[src/rtl/acq_run_ctrl.sv]
module acq_run_ctrl #(
  parameter int DLY_W  = 32,
  parameter int GPIO_W = 16,
  localparam int SEL_W = (GPIO_W > 1) ? $clog2(GPIO_W) : 1
) (
  input  logic             clk,
  input  logic             rst_n,
  input  logic [1:0]       mode,
  input  logic             arm,
  input  logic [DLY_W-1:0] dly_cyc,
  input  logic             sin_i,
  input  logic             trgin_i,
  input  logic [GPIO_W-1:0] gpio_i,
  input  logic [SEL_W-1:0] gpio_sel,
  output logic             run,
  output logic             trg_q
);

  localparam logic [1:0] M_SW  = 2'b00;
  localparam logic [1:0] M_LVL = 2'b01;
  localparam logic [1:0] M_FT  = 2'b10;
  localparam logic [1:0] M_GP  = 2'b11;

  logic [1:0]       sin_sy, trg_sy, gp_sy;
  logic             trg_d, ft_go, tgt, pend, pend_val;
  logic [DLY_W-1:0] cnt;

  always_ff @(posedge clk) begin
    if (!rst_n) begin
      sin_sy <= '0;
      trg_sy <= '0;
      gp_sy  <= '0;
      trg_d  <= 1'b0;
    end else begin
      sin_sy <= {sin_sy[0], sin_i};
      trg_sy <= {trg_sy[0], trgin_i};
      gp_sy  <= {gp_sy[0], gpio_i[gpio_sel]};
      trg_d  <= trg_sy[1];
    end
  end

  wire trg_rise = trg_sy[1] & ~trg_d;
  wire consume  = (mode == M_FT) & arm & ~ft_go & trg_rise;

  always_ff @(posedge clk) begin
    if (!rst_n || mode != M_FT || !arm) ft_go <= 1'b0;
    else if (consume)                   ft_go <= 1'b1;
  end

  always_comb begin
    unique case (mode)
      M_SW:    tgt = arm;
      M_LVL:   tgt = arm & sin_sy[1];
      M_FT:    tgt = arm & ft_go;
      default: tgt = arm & gp_sy[1];
    endcase
  end

  always_ff @(posedge clk) begin
    if (!rst_n) begin
      run      <= 1'b0;
      pend     <= 1'b0;
      pend_val <= 1'b0;
      cnt      <= '0;
    end else if (pend) begin
      if (!arm && pend_val) pend <= 1'b0;
      else if (cnt == '0) begin
        run  <= pend_val;
        pend <= 1'b0;
      end else cnt <= cnt - 1'b1;
    end else if (tgt != run) begin
      if (dly_cyc == '0) run <= tgt;
      else begin
        pend     <= 1'b1;
        pend_val <= tgt;
        cnt      <= dly_cyc - 1'b1;
      end
    end
  end

  always_ff @(posedge clk) begin
    if (!rst_n) trg_q <= 1'b0;
    else        trg_q <= trg_rise & run & ~consume;
  end

endmodule


[config.mk]
export PLATFORM = sky130hd
export DESIGN_NAME = acq_run_ctrl
export DESIGN_NICKNAME = d
export VERILOG_FILES = /design/src/rtl/acq_run_ctrl.sv
export SDC_FILE = /design/constraint.sdc
export NUM_CORES = 1
export LEC_CHECK = 0
export ABC_AREA = 1
export CAP_MARGIN = 20
export CORE_MARGIN = 5
export CORE_UTILIZATION = 45
export DETAILED_ROUTE_END_ITERATION = 6
export PLACE_DENSITY = 0.71
export REMOVE_ABC_BUFFERS = 1
export SYNTH_ARGS = -nofsm -noshare
export SYNTH_HDL_FRONTEND = slang
export SYNTH_SLANG_ARGS = --single-unit
[constraint.sdc]
create_clock -name clk -period 1.6 [get_ports clk]
set_input_delay 0.24 -clock clk [delete_from_list [all_inputs] [get_ports clk]]
set_output_delay 0.24 -clock clk [all_outputs]
set_load 0.005 [all_outputs]
; After elaboration in Yosys (flattened, before gate mapping)
; Cells that the tools add are included.
[op_classes]
add_sub_neg = 2
n_mul = 0
n_div = 0
magnitude_cmp = 1
n_eq_ne = 8
shifts = 0
muxes = 18
n_bitwise = 14
n_reduce_logical = 13
[op_table]
columns = cell, count
row1 = 2-to-1 mux 32 bit, 5
row2 = logical NOT 32 bit, 2
row3 = "subtractor 32 x 1 -> 32 bit, second input constant", 2
row4 = 2-to-1 mux 1 bit, 11
row5 = AND 1 bit, 9
row6 = "inequality test 2 bit, second input constant", 4
row7 = AND reduction 4 bit, 2
row8 = "< comparator 4 x 5 -> 1 bit, second input constant", 1
row9 = inverter 1 bit, 5
row10 = binary-select mux 1 bit (select 4 bit), 1
row11 = nonzero test 2 bit, 2
row12 = one-hot mux 1 bit (3 select lines), 1
row13 = AND reduction 3 bit, 1
row14 = "equality test 2 x 1 -> 1 bit, second input constant", 1
row15 = "equality test 2 bit, second input constant", 1
row16 = logical NOT 1 bit, 2
row17 = logical NOT 2 bit, 1
row18 = logical OR 1 bit, 2
row19 = "inequality test 2 x 1 -> 1 bit, second input constant", 1
row20 = logical AND 1 bit, 1
row21 = inequality test 1 bit, 1
[totals]
ff_bits = 44
latch_bits = 0
ram_bits = 0
mem_bits_ro = 0
out_inout_bits = 2
memories = 0

; Logic depth before layout (Yosys ltp)
[logic_depth]
ltp_word = 6
mapped_depth = 15

; Worst setup path after synthesis
; No wires, ideal clock.
[synth_path]
path_kind = register to register
start = register pend
end = register cnt[20]
arrival_ns = 1.656
t_required_ns = 1.487
path_slack_ns = -0.168
path_stages_with_launch = 15
path_buffers = 2
period_less_slack_ns = 1.768
path_cell_list = dfxtp_1 > buf_6 > buf_2 > nand2_1 > o21ai_2 > ha_1 > nand3_1 > nor2_1 > nand3_1 > nor2_1 > nand3_1 > nand2_1 > nand2_1 > nand2_1 > nor2_1
[synth_between]
elab_chain_cells = 2
elab_cells_between_ends = 6
[synth_lines]
columns = item, line
row1 = from (decl), 25  ; logic trg_d, ft_go, tgt, pend, pend_val;
row2 = from (signal assigned), 62  ; pend <= 1'b0;
row3 = from (signal assigned), 66  ; if (!arm && pend_val) pend <= 1'b0;
row4 = from (signal assigned), 69  ; pend <= 1'b0;
row5 = inequality test 2 bit (no line) / nonzero test 2 bit (equally long branches), -
row6 = AND reduction 4 bit (no line), -
row7 = to (signal assigned), 70  ; end else cnt <= cnt - 1'b1;
row8 = to (signal assigned), 76  ; cnt <= dly_cyc - 1'b1;
row9 = to (decl), 26  ; logic [DLY_W-1:0] cnt;
; Several ways; a longest one is shown, not always the timed one.
; A chain may end at the register's enable or synchronous reset.

; Final worst setup path
; Same ends and word-level chain as after synthesis.

==> out/results.ini <==
[place]
hpwlAfterDp_mm=9.81
pre_cts_ws_ns=-0.829
place_congestion=1.01
portBuffers=60

[clock_network]
cts_buffers=5
cts-htree-levels=2
path_clk_slew_ns=0.10
cts_root_buffer=clkbuf_8
clockBufferDepth=2
clk_latency_ns=0.31
clock-sinks=44
tritoncts=done

[setup_path]
max_stage_delay_ns=0.44
cp-start-kind=register
crit_chain=buf_6 > clkbuf_16 > nand2_1 > nand2_4 > nor2_4 > buf_4 > nand2_2 > nor2_4 > nand3_2 > nand2_1 > nand2_1 > nand2_1 > nand2_1 > nor2_1
cp.required_ns=1.84
path_common_cell=nand2_1
crit_fanout=12
slowest_stage=dfxtp_4
crit_family=simple AND/OR/NAND/NOR gates
critPathBufInv=3
crit_path_end_kind=register
path_class=register to register
cp.arrival_ns=2.22

[detailed_routing]
antenna_left=0
vias=5466
routed_wl_mm=16.4
wl_per_cell_um=15.8
drtPass1Iterations=7
viasPerCell=5.29
drt-initial-drc-count=398
drcViolationCount=2

[synth]
synth.distinct_cells=28
ys_ff_latch=44
syn-instance-count=754
ys_async_sr_fraction_pct=0
synth_edf_count=0
syn_avg_cell_area_um2=5.20
yosysSeqAreaShare_pct=22.5
synth-main-ff-cell=dfxtp_1
ys_warn_count=0
syn_area_um2=3920

[run_status]
violations=DRC, setup timing
status=finished, violations left

[pwr]
power-per-cell-area_nw_per_um2=740
irDropWorstVdd_uv=477
leakage_nw=3.10

[final_layout]
final_common_cell=nand2_1
nFillCells=641
final_cell_mix=nand2_1 (239), nor2_1 (111), buf_4 (93)
nets=987
seqCellArea_um2=885
multi_input_area_um2=3180
final_layout_size_suffix_gt1_share_pct=33.1
syn_to_final_growth_pct=67.1
diodes=0

[timing]
min_period_ns=1.98
finalCritPeriodShare_pct=124
rsz0062_at_grt=yes
fin_hold_ws_ns=0.424
fmax_mhz=504
final-setup-viol-count=35
drv_slew=0
worst_pin_slew_ns=0.356
fin_ws_ns=-0.383
clock_skew_ns=0.0173
hold_violations=0
max_slew_margin_pct=76.0

[die]
die-area_um2=10700
rows=34
chipHeight_um=103
start_util_pct=45.6
die_w_um=103
core_area_um2=8590
ios=61

[global_route]
grt_antenna_before_repair=0
grt_overflow=0
grt_max_degree=35
grt_pass1_vias=4789
grt_pass1_wl_mm=21.6
track_usage_pct=25.4

[flow_run]
drv_cap=0

[worst_hold_path]
min_path_type=register to register

## final timing paths
path | from | endpoint | slack (ns) | depth (start not counted)
worst min-delay path | trg_sy[0] | trg_sy[1] | 0.42 | 2
worst max register to register | pend | cnt[20] | -0.38 | 14
worst min register to register | trg_sy[0] | trg_sy[1] | 0.42 | 2
worst max-delay path | pend | cnt[20] | -0.38 | 14
## sequential cells by signal, summed over array words and instances, names as in the netlist
register and count:
trg_sy 2, gp_sy 2, trg_d 1, trg_q 1
pend_val 1, run 1, sin_sy 2, cnt 32
ft_go 1, pend 1
## synthesized netlist by cell type (2+ instances only)
cell type | count | area (µm²)
nor2_2 | 13 | 81.3
o211ai_1 | 2 | 15.0
o22ai_1 | 2 | 12.5
nand2_2 | 10 | 62.6
o21ai_2 | 2 | 17.5
nor2_4 | 4 | 45.0
nand2_1 | 299 | 1120
inv_1 | 93 | 349
o21ai_0 | 41 | 205
o221ai_1 | 2 | 17.5
nor2_1 | 161 | 604
a21oi_1 | 5 | 25.0
nand3_1 | 32 | 160
buf_6 | 5 | 56.3
xor2_1 | 5 | 43.8
nand4_1 | 4 | 25.0
clkbuf_1 | 6 | 22.5
buf_4 | 4 | 30.0
buf_2 | 8 | 40.0
ha_1 | 4 | 50.1
o21ai_1 | 2 | 10.0
dfxtp_1 | 44 | 881
## metrics by stage
stage                     total power, mW  cell area (µm²)  util (%)  TNS [ns]  std cells
after floorplan                      2.29             3770         -    -48.84        731
after global placement               3.08             5240      61.0    -22.65        985
after detailed placement             3.12             5240      61.0    -26.72        985
after CTS                            4.33             5830      67.9     -4.25       1009
after global routing                 5.10             6550      76.2    -11.70       1033
final                                4.84             6550      76.2     -8.89       1033
## routing by layer
metal | vias up | track usage (%) | routed length (µm)
met4 | 0 | 7.27 | 603
li1 | 2628 | - | -
met1 | 2536 | 31.1 | 6410
met2 | 243 | 46.4 | 8380
met5 | - | 0 | 0
met3 | 59 | 3.02 | 966
## worst register-to-register path: cells and delay by family (launching register included)
kind                   cells  cell delay [ns]
AND/OR/NAND/NOR           11             1.02
buffers and inverters      3             0.46
flip-flops                 1             0.44
## logic make-up (layout without fill, tap and decap cells)
kind of cell	after synthesis	after routing	share of synthesized area (%)
AO/OA/AOI/OAI	56	56	7.73
flip-flops	44	44	22.5
XOR/XNOR	5	5	1.12
AND/OR/NAND/NOR	528	528	54.5
buffers and inverters	117	288	12.9
adder cells (fa/ha/maj)	4	4	1.28
## where the power goes
group | internal (mW) | total (mW) | switching (mW) | leakage (nW)
sequential | 1.24 | 1.37 | 0.133 | 0.363
clock | 0.512 | 0.947 | 0.435 | 0.0614
combinational | 1.15 | 2.52 | 1.37 | 2.67
total | 2.90 | 4.84 | 1.94 | 3.10
## repair_timing
action / CTS / global route
cloned: 3 / 4
endpoints found under the hold margin: 0 / 0
hold buffers: 0 / 0
gates resized for setup: 96 / 143
buffers inserted: 13 / 23
pin swaps: 29 / 60
setup endpoints to repair: 35 / 35
## layout make-up
cell class	instances	area share, %
clock buffer	6	1.26
clock inverter	2	0.593
inverter	94	5.66
multi-input combinational	593	48.6
sequential	44	13.5
tap	108	2.06
timing repair buffer	186	28.3
Note: power is estimated with default switching activity, not from simulation.
